<file path="config.mk">
export PLATFORM = sky130hd
export DESIGN_NAME = cof_trace_filter
export DESIGN_NICKNAME = d
export VERILOG_FILES = /design/src/rtl/cof_trace_pkg.sv /design/src/rtl/cof_arm_ctrl.sv /design/src/rtl/cof_dup_filter.sv /design/src/rtl/cof_ring_ptr.sv /design/src/rtl/cof_ram_port.sv /design/src/rtl/cof_trace_filter.sv
export SDC_FILE = /design/constraint.sdc
export NUM_CORES = 1
export LEC_CHECK = 0
export BUFFER_PORTS_ARGS = -buffer_cell sky130_fd_sc_hd__buf_2
export CAP_MARGIN = 40
export CORE_MARGIN = 2
export CORE_UTILIZATION = 47
export CTS_BUF_LIST = sky130_fd_sc_hd__clkbuf_8
export CTS_CLUSTER_DIAMETER = 120
export DETAILED_ROUTE_END_ITERATION = 12
export PLACE_DENSITY = 0.81
export SLEW_MARGIN = 15
export SYNTH_ARGS = -nofsm -noshare
export SYNTH_HDL_FRONTEND = slang
export SYNTH_SLANG_ARGS = --single-unit
</file>
<file path="constraint.sdc">
create_clock -name clk -period 2 [get_ports clk]
set_input_delay 0.3 -clock clk [delete_from_list [all_inputs] [get_ports clk]]
set_output_delay 0.3 -clock clk [all_outputs]
set_load 0.005 [all_outputs]
</file>
<file path="src/rtl/cof_trace_pkg.sv">
package cof_trace_pkg;

  typedef enum logic [1:0] {
    KIND_RSVD = 2'b00,
    KIND_SRC  = 2'b01,
    KIND_DST  = 2'b10,
    KIND_VEC  = 2'b11
  } cof_kind_e;

  function automatic logic kind_is_legal(input logic [1:0] k);
    return k != KIND_RSVD;
  endfunction

  function automatic logic kind_is_source(input logic [1:0] k);
    return k == KIND_SRC;
  endfunction

endpackage

</file>
<file path="src/rtl/cof_arm_ctrl.sv">
module cof_arm_ctrl (
  input  logic clk,
  input  logic rst_n,
  input  logic arm,
  input  logic beat_in,
  output logic restart,
  output logic beat_live
);

  logic arm_q;

  always_ff @(posedge clk) begin
    if (!rst_n) arm_q <= 1'b0;
    else        arm_q <= arm;
  end

  // A rising arm edge starts a fresh capture in the same cycle
  assign restart   = arm & ~arm_q;
  assign beat_live = beat_in & arm;

endmodule

</file>
<file path="src/rtl/cof_dup_filter.sv">
module cof_dup_filter
  import cof_trace_pkg::*;
#(
  parameter int ADDR_W = 16
) (
  input  logic              clk,
  input  logic              rst_n,
  input  logic              beat,
  input  logic [1:0]        kind,
  input  logic [ADDR_W-1:0] addr,
  input  logic              filt_en,
  input  logic              restart,
  output logic              keep
);

  logic [ADDR_W-1:0] last_q;
  logic              last_v_q;
  logic              shadow_live;
  logic              repeat_hit;
  logic              drop_src;

  always_comb begin
    shadow_live = last_v_q & ~restart;
    repeat_hit  = shadow_live && (addr == last_q);
    drop_src    = filt_en && kind_is_source(kind) && repeat_hit;
    keep        = beat && kind_is_legal(kind) && !drop_src;
  end

  always_ff @(posedge clk) begin
    if (!rst_n) begin
      last_q   <= '0;
      last_v_q <= 1'b0;
    end else if (keep) begin
      last_q   <= addr;
      last_v_q <= 1'b1;
    end else if (restart) begin
      last_v_q <= 1'b0;
    end
  end

endmodule

</file>
<file path="src/rtl/cof_ring_ptr.sv">
module cof_ring_ptr #(
  parameter int DEPTH = 64,
  parameter int PTR_W = (DEPTH > 1) ? $clog2(DEPTH) : 1,
  parameter int CNT_W = $clog2(DEPTH + 1)
) (
  input  logic             clk,
  input  logic             rst_n,
  input  logic             restart,
  input  logic             adv,
  output logic [PTR_W-1:0] slot,
  output logic [PTR_W-1:0] ptr,
  output logic [CNT_W-1:0] count,
  output logic             wrapped
);

  localparam logic [PTR_W-1:0] LAST_SLOT = PTR_W'(DEPTH - 1);
  localparam logic [CNT_W-1:0] FULL_CNT  = CNT_W'(DEPTH);
  localparam bit               POW2      = (DEPTH == (1 << PTR_W));

  logic [PTR_W-1:0] ptr_q, base_ptr, next_ptr;
  logic [CNT_W-1:0] cnt_q, base_cnt;
  logic             wrap_q, base_wrap, at_end;

  always_comb begin
    base_ptr  = restart ? '0 : ptr_q;
    base_cnt  = restart ? '0 : cnt_q;
    base_wrap = restart ? 1'b0 : wrap_q;
    at_end    = (base_ptr == LAST_SLOT);
  end

  generate
    if (POW2) begin : g_pow2
      assign next_ptr = base_ptr + 1'b1;
    end else begin : g_mod
      assign next_ptr = at_end ? '0 : base_ptr + 1'b1;
    end
  endgenerate

  always_ff @(posedge clk) begin
    if (!rst_n) begin
      ptr_q  <= '0;
      cnt_q  <= '0;
      wrap_q <= 1'b0;
    end else begin
      ptr_q  <= adv ? next_ptr : base_ptr;
      cnt_q  <= (adv && base_cnt != FULL_CNT) ? base_cnt + 1'b1 : base_cnt;
      wrap_q <= base_wrap | (adv & at_end);
    end
  end

  assign slot    = base_ptr;
  assign ptr     = ptr_q;
  assign count   = cnt_q;
  assign wrapped = wrap_q;

endmodule

</file>
<file path="src/rtl/cof_ram_port.sv">
module cof_ram_port #(
  parameter int ADDR_W = 16,
  parameter int PTR_W  = 6,
  localparam int ROW_W = ADDR_W + 2
) (
  input  logic              clk,
  input  logic              rst_n,
  input  logic              wr,
  input  logic [PTR_W-1:0]  slot,
  input  logic [1:0]        kind,
  input  logic [ADDR_W-1:0] addr,
  output logic              we,
  output logic [PTR_W-1:0]  waddr,
  output logic [ROW_W-1:0]  wdata
);

  always_ff @(posedge clk) begin
    if (!rst_n) begin
      we    <= 1'b0;
      waddr <= '0;
      wdata <= '0;
    end else begin
      we <= wr;
      if (wr) begin
        waddr <= slot;
        wdata <= {kind, addr};
      end
    end
  end

endmodule

</file>
<file path="src/rtl/cof_trace_filter.sv">
module cof_trace_filter #(
  parameter int ADDR_W = 16,
  parameter int DEPTH  = 64,
  localparam int PTR_W = (DEPTH > 1) ? $clog2(DEPTH) : 1,
  localparam int CNT_W = $clog2(DEPTH + 1),
  localparam int ROW_W = ADDR_W + 2
) (
  input  logic              clk,
  input  logic              rst_n,
  input  logic              arm,
  input  logic              loop_filter,
  input  logic              cof_valid,
  output logic              cof_ready,
  input  logic [1:0]        cof_kind,
  input  logic [ADDR_W-1:0] cof_addr,
  output logic              ram_we,
  output logic [PTR_W-1:0]  ram_waddr,
  output logic [ROW_W-1:0]  ram_wdata,
  output logic [PTR_W-1:0]  wr_ptr,
  output logic [CNT_W-1:0]  entry_count,
  output logic              wrapped
);

  logic             restart;
  logic             beat_live;
  logic             keep;
  logic [PTR_W-1:0] slot;

  // No back-pressure: every beat is taken when presented
  assign cof_ready = 1'b1;

  cof_arm_ctrl u_arm (
    .clk       (clk),
    .rst_n     (rst_n),
    .arm       (arm),
    .beat_in   (cof_valid),
    .restart   (restart),
    .beat_live (beat_live)
  );

  cof_dup_filter #(.ADDR_W(ADDR_W)) u_filt (
    .clk     (clk),
    .rst_n   (rst_n),
    .beat    (beat_live),
    .kind    (cof_kind),
    .addr    (cof_addr),
    .filt_en (loop_filter),
    .restart (restart),
    .keep    (keep)
  );

  cof_ring_ptr #(.DEPTH(DEPTH), .PTR_W(PTR_W), .CNT_W(CNT_W)) u_ring (
    .clk     (clk),
    .rst_n   (rst_n),
    .restart (restart),
    .adv     (keep),
    .slot    (slot),
    .ptr     (wr_ptr),
    .count   (entry_count),
    .wrapped (wrapped)
  );

  cof_ram_port #(.ADDR_W(ADDR_W), .PTR_W(PTR_W)) u_port (
    .clk   (clk),
    .rst_n (rst_n),
    .wr    (keep),
    .slot  (slot),
    .kind  (cof_kind),
    .addr  (cof_addr),
    .we    (ram_we),
    .waddr (ram_waddr),
    .wdata (ram_wdata)
  );

endmodule

</file>
==> results of run 1 <==
path summary, 6_finish.rpt:
| kind | from | endpoint | slack [ns] | depth (start not counted) |
|---|---|---|---|---|
| min reg2reg | u_port.wdata[17] | u_port.wdata[17] | 0.45 | 2 |
| max | u_arm.arm_q | u_ring.count[2] | 0.11 | 8 |
| max reg2reg | u_arm.arm_q | u_ring.count[2] | 0.11 | 8 |
| min | cof_addr[5] | u_port.wdata[5] | 0.26 | 3 |
placed cells by master, fill, tap and decap left out, drive strengths merged:
cell type,instances
buf,70
nand2,55
dfxtp,41
a21oi,27
xnor2,15
nand3,14
o21ai,9
nand4,7
inv,5
mux2i,5
clkbuf,5
and2,5
or3,4
nor2,3
ha,3
nor3,2
o211ai,2
o2111ai,2
nand2b,1
xor2,1
nor4,1
a21o,1
and3,1
o31ai,1
or4b,1
a211oi,1
o2bb2ai,1
o41ai,1
a211o,1
and4,1
a31o,1
conb,1
clkinv,1
timing repair:
action                                  in CTS  in global routing
hold buffers                                 0                  0
endpoints found under the hold margin        0                  0
endpoints found under the setup margin       0                  4
resized for setup                            0                  5
layer usage:
layer / track usage / share of wire / up-vias
li1: - / - / 904
met1: 0.239 / 0.46 / 823
met2: 0.373 / 0.46 / 63
met3: 0.0541 / 0.070 / 5
met4: 0.0612 / 0.011 / 0
met5: 0 / 0 / -
power by group through the flow:
stage               clock network (uW)  logic [uW]  registers (uW)
floorplan                            0         105             873
global placement                     0         180             871
detailed placement                   0         184             872
CTS                                512         184             853
global route                       543         207             856
finish                             499         187             854
worst min-delay path, stage by stage:
cell,delay (ns)
buf_2,0.11
nand2_1,0.05
a21oi_1,0.05
layout make-up:
| cell class | instances | area, sq um | share of cell area |
|---|---|---|---|
| tap | 48 | 60.1 | 0.0257 |
| sequential | 41 | 821 | 0.352 |
| clock inverter | 1 | 5.00 | 0.00214 |
| clock buffer | 5 | 68.8 | 0.0295 |
| timing repair buffer | 70 | 385 | 0.165 |
| inverter | 5 | 18.8 | 0.00804 |
| multi-input combinational | 167 | 976 | 0.418 |
state kept, by name, indices dropped and copies added (netlist names):
name,count
u_port.wdata,18
u_arm.arm_q,1
u_port.waddr,6
u_ring.wrapped,1
u_port.we,1
u_filt.last_v_q,1
u_ring.count,7
u_ring.ptr,6
cell families (layout without fill, tap and decap cells):
logic type      Yosys count  in the layout  share of synthesized area
flops                    41             41                      0.439
fa+ha+maj                 3              3                     0.0201
xor+xnor                 16             16                     0.0750
simple gates             95             95                      0.240
mux                       5              5                     0.0268
compound gates           47             47                      0.145
other cells               1              1                    0.00201
buf+inv                  19             81                     0.0522
metrics by stage:
stage / hold slack (ns) / setup slack [ns]
floorplan: 0.422 / 0.0193
global placement: 0.443 / 0.0590
detailed placement: 0.447 / 0.0127
CTS: 0.255 / 0.0457
global route: 0.264 / 0.000969
finish: 0.256 / 0.106
==> results.json, run 1 <==
{
  "fin_crit_ns": 1.89,
  "avgSynthCellArea_sq_um": 8.23,
  "grt_pass1_vias": 1697,
  "ioPinCount": 63,
  "post_cts_buffers": 0,
  "setup_viol": 0,
  "initial_utilization": 0.499,
  "drive_above_1_share": 0.291,
  "clock_skew_ns": 0.00269,
  "slew_headroom": 0.620,
  "cts_max_level": 2,
  "totalPowerFinal_uw": 1540,
  "yosysWarnings": 0,
  "die_area_sq_um": 4500,
  "fillers": 334,
  "wl_um": 4360,
  "grtUsageTotal": 0.208,
  "pwr-share-comb": 0.122,
  "vias_per_cell": 5.33,
  "crit_path_max_incr_delay_ns": 0.43,
  "utilization": 0.624,
  "cts_root_buf": "clkbuf_8",
  "stdcell_area_sq_um": 2330,
  "seqPwrFrac": 0.554,
  "clock-sinks": 41,
  "path_buf_inv": 0,
  "die_h_um": 67.1,
  "cts_tree": "yes",
  "grt_setup_unrepaired": "no",
  "cp_cell_sequence": "nand2b_4 > nand2_2 > ha_1 > or4b_1 > or3_4 > nand2_1 > o211ai_1 > a21oi_1",
  "syn2layout_area_growth_pct": 24.9,
  "ys.flop_type": "dfxtp_1",
  "p_int_uw": 1150,
  "die_x_um": 67.1,
  "clk_latency_ns": 0.29,
  "status": "complete, no violations",
  "core-area_sq_um": 3740,
  "hold_path.class": "primary input to flip-flop",
  "place.gp.congestion": 0.785,
  "synth_most_common_cell": "nand2_1",
  "netlist_area_sq_um": 1870,
  "critPathArrivalTime_ns": 2.11,
  "dpl.cell_count": 331,
  "via_count": 1795,
  "rows": 22,
  "grt_pass1_wl_um": 7070,
  "cts.reportedPaths.clkPinSlew_ns": 0.07,
  "ys_async_sr_fraction": 0,
  "synthCells": 227,
  "final-hold-violation-count": 0,
  "setup_tns_ns": 0,
  "swShare": 0.253,
  "grt_max_degree": 39,
  "seq_area_frac_synth": 0.439,
  "start_kind": "flip-flop",
  "ant_nets": 0,
  "worstPathRequired_ns": 2.22,
  "end_kind": "flip-flop",
  "drt_iter0_markers": 111,
  "synth_common_cells": "55 x nand2_1, 41 x dfxtp_1, 27 x a21oi_1",
  "antenna_cells": 0,
  "final_cells": 337,
  "syn_nets": 253,
  "cts.path.max_buffers": 2,
  "cp_top_family": "simple AND/OR/NAND/NOR gates",
  "grt_antenna_before_repair": 0,
  "nets": 316,
  "synth_top_area_frac": 0.439,
  "synth.area.top_cells": "dfxtp_1 44%, nand2_1 11%, a21oi_1 7.2%, xnor2_1 7.0%, nand3_1 3.7%",
  "dp_hpwl_um": 3150,
  "wire_per_inst_um": 12.9,
  "cap_violations": 0,
  "cp_max_fo": 4,
  "max_clock_freq_mhz": 528,
  "cellLeakagePower_uw": 0.00101,
  "crit_path_top_delay_cell": "or4b_1",
  "synth_seq_cells": 41,
  "grt-ovfl-total": 0,
  "synth_edf_count": 0,
  "finalCritPeriodShare": 0.947,
  "placed_cell_area_sq_um": 2240,
  "switching_power_uw": 389,
  "synth.distinct_cells": 36,
  "maxSlewViolCount": 0,
  "worst_pin_slew_ns": 0.569,
  "crit_type": "flip-flop to flip-flop",
  "cts_buffers": 5,
  "clock_power_share": 0.324,
  "dr.pass1.iters": 4,
  "pwr_density_cell_nw_per_um2": 659,
  "numPortBuffers": 61,
  "ir_drop_mv": 0.395,
  "synth_area_leader_cell": "dfxtp_1",
  "route.detailed.drc": 0
}
Note: power is estimated with default switching activity, not from simulation.
==> run 2: changes to the inputs <==
ABC_AREA = 1   (was unset)
CORE_UTILIZATION = 48   (was 47)
==> results.json, run 2 <==
{
  "p_int_uw": 1360,
  "grt_max_degree": 28,
  "top_register": "u_port.wdata",
  "cts_hold_buf": 0,
  "cts_root_buf": "clkbuf_8",
  "cp_max_fo": 8,
  "startpoint": "u_arm.arm_q",
  "synth_area_leader_cell": "dfxtp_1",
  "clock_power_share": 0.378,
  "synth_edf_count": 0,
  "wl_um": 4740,
  "r2r_setup_slack_ns": 0.25,
  "die_x_um": 70.0,
  "synth.area.top_cells": "dfxtp_1 39%, nor2_1 14%, nand2_1 12%, inv_1 7.4%, o21ai_0 5.0%",
  "placed_cell_area_sq_um": 2430,
  "hold_path.class": "primary input to flip-flop",
  "switching_power_uw": 443,
  "cts.reportedPaths.clkPinSlew_ns": 0.07,
  "start_kind": "flip-flop",
  "stdcell_area_sq_um": 2550,
  "hold-path-endpoint": "u_arm.arm_q",
  "final-hold-violation-count": 0,
  "status": "complete, no violations",
  "ant_nets": 0,
  "avgSynthCellArea_sq_um": 6.53,
  "drt_iter0_markers": 131,
  "largest_reg_flops": 18,
  "rr_worst_depth": 10,
  "grtUsageTotal": 0.199,
  "synth_common_cells": "80 x nor2_1, 68 x nand2_1, 41 x dfxtp_1, 41 x inv_1, 21 x o21ai_0",
  "vias_per_cell": 4.76,
  "dpl.cell_count": 425,
  "busiest_layer": "met2",
  "grt_antenna_before_repair": 0,
  "critPathArrivalTime_ns": 1.98,
  "min_from": "arm",
  "max_clock_freq_mhz": 570,
  "yosysWarnings": 0,
  "rr_startpoint": "u_arm.arm_q",
  "syn2layout_area_growth_pct": 21.9,
  "grt_use_met3": 0.0563,
  "swShare": 0.246,
  "maxSlewViolCount": 0,
  "die_h_um": 70.0,
  "nets": 408,
  "ys.flop_type": "dfxtp_1",
  "cts_max_level": 2,
  "dr.pass1.iters": 4,
  "ioPinCount": 63,
  "seqPwrFrac": 0.489,
  "die_area_sq_um": 4890,
  "drive_above_1_share": 0.214,
  "grtUsageMet2": 0.337,
  "via_count": 2061,
  "final_cells": 433,
  "rows": 23,
  "setup_tns_ns": 0,
  "cap_violations": 0,
  "grt_pass1_wl_um": 7940,
  "grt-ovfl-total": 0,
  "wire_per_inst_um": 10.9,
  "syn_nets": 346,
  "clock-sinks": 41,
  "core-area_sq_um": 4090,
  "synthCells": 320,
  "clk_latency_ns": 0.30,
  "cts.path.max_buffers": 2,
  "synth.distinct_cells": 24,
  "netlist_area_sq_um": 2090,
  "cts-resized-gates": 0,
  "synth_most_common_cell": "nor2_1",
  "initial_utilization": 0.511,
  "synth_top_area_frac": 0.393,
  "ys_async_sr_fraction": 0,
  "fin_crit_ns": 1.75,
  "cellLeakagePower_uw": 0.00133,
  "r2r-end": "u_ring.count[4]",
  "pwr-share-comb": 0.133,
  "route.detailed.drc": 0,
  "dp_hpwl_um": 3500,
  "worstPathRequired_ns": 2.22,
  "post_cts_buffers": 0,
  "synth_seq_cells": 41,
  "layout_common_cells": "80 x nor2_1, 68 x nand2_1, 61 x buf_2",
  "seq_area_frac_synth": 0.393,
  "numPortBuffers": 61,
  "pwr_density_cell_nw_per_um2": 707,
  "antenna_cells": 0,
  "grt_pass1_vias": 1849,
  "cts_buffers": 5,
  "ir_drop_mv": 0.458,
  "met1_usage": 0.235,
  "setup_viol": 0,
  "clock_skew_ns": 0.00590,
  "final_common_cell": "nor2_1",
  "crit_type": "flip-flop to flip-flop",
  "cts_tree": "yes",
  "hold_depth": 3,
  "place.gp.congestion": 0.844,
  "finalCritPeriodShare": 0.877,
  "grt_setup_unrepaired": "no",
  "end_kind": "flip-flop"
}
run 2: cell count changes in the layout (fill, tap and decap cells not counted), moves of 5 or more:
cell / previous run / this run
a21oi_1: 26 / 11
o21ai_0: 9 / 21
nand2_1: 53 / 68
xnor2_1: 15 / 5
nor2_1: 3 / 80
mux2i_1: 5 / 0
inv_1: 5 / 42
run 2: critical path, cell delays in order (launching register included):
cell     delay (ns)
dfxtp_1        0.31
inv_1          0.08
nand2_4        0.09
nand2_1        0.13
ha_1           0.16
nand2_1        0.05
nor3_1         0.13
nand3_1        0.18
nand3_1        0.28
nand2_1        0.12
a21oi_1        0.15
run 2: worst max path at each step:
stage / end / slack (ns) / depth (start not counted)
5_1_grt: u_ring.count[5] / 0.06 / 11
3_3_place_gp: u_ring.ptr[4] / 0.21 / 9
3_5_place_dp: u_port.waddr[5] / 0.23 / 11
6_report: u_ring.count[4] / 0.25 / 10
4_1_cts: u_ring.wrapped / 0.25 / 9
2_1_floorplan: u_ring.ptr[1] / 0.51 / 12
run 2: cell type report:
class                   instances  area (sq um)
multi-input cells             226          1050
flip-flops and latches         41           821
fillers                       385          1540
repair buffers                 66           343
well taps                      50          62.6
clock inverters                 2          33.8
inverters                      42           158
clock buffers                   6          82.6
run 2: cells by family (layout without fill, tap and decap cells):
group                    Yosys count  in the layout  synth area share
AO/OA/AOI/OAI                     35             35            0.0863
XOR/XNOR                          10             10            0.0419
adder cells (fa/ha/maj)            3              3            0.0180
buffers and inverters             53            116             0.106
flip-flops                        41             41             0.393
other                              1              1           0.00180
AND/OR/NAND/NOR                  177            177             0.353
run 2: layer usage:
layer / share of wire / routed length, um / up-vias
li1: - / - / 1101
met1: 0.45 / 2110 / 903
met2: 0.48 / 2300 / 50
met3: 0.051 / 243 / 7
met4: 0.018 / 87 / 0
met5: 0 / 0 / -
run 2: power groups by stage:
stage / Sequential [uW] / Clock [uW] / Combinational, uW
6_report: 881 / 680 / 239
5_1_grt: 886 / 736 / 275
4_1_cts: 880 / 699 / 240
3_5_place_dp: 900 / 0 / 239
3_3_place_gp: 898 / 0 / 234
2_1_floorplan: 900 / 0 / 146
run 2: stage by stage:
step	power [uW]	setup WS [ns]	utilization	hold WS, ns
2_1_floorplan	1050	0.514	-	0.393
3_3_place_gp	1130	0.215	0.595	0.457
3_5_place_dp	1140	0.225	0.595	0.462
4_1_cts	1820	0.252	0.623	0.248
5_1_grt	1900	0.0552	0.623	0.284
6_report	1800	0.246	0.623	0.261
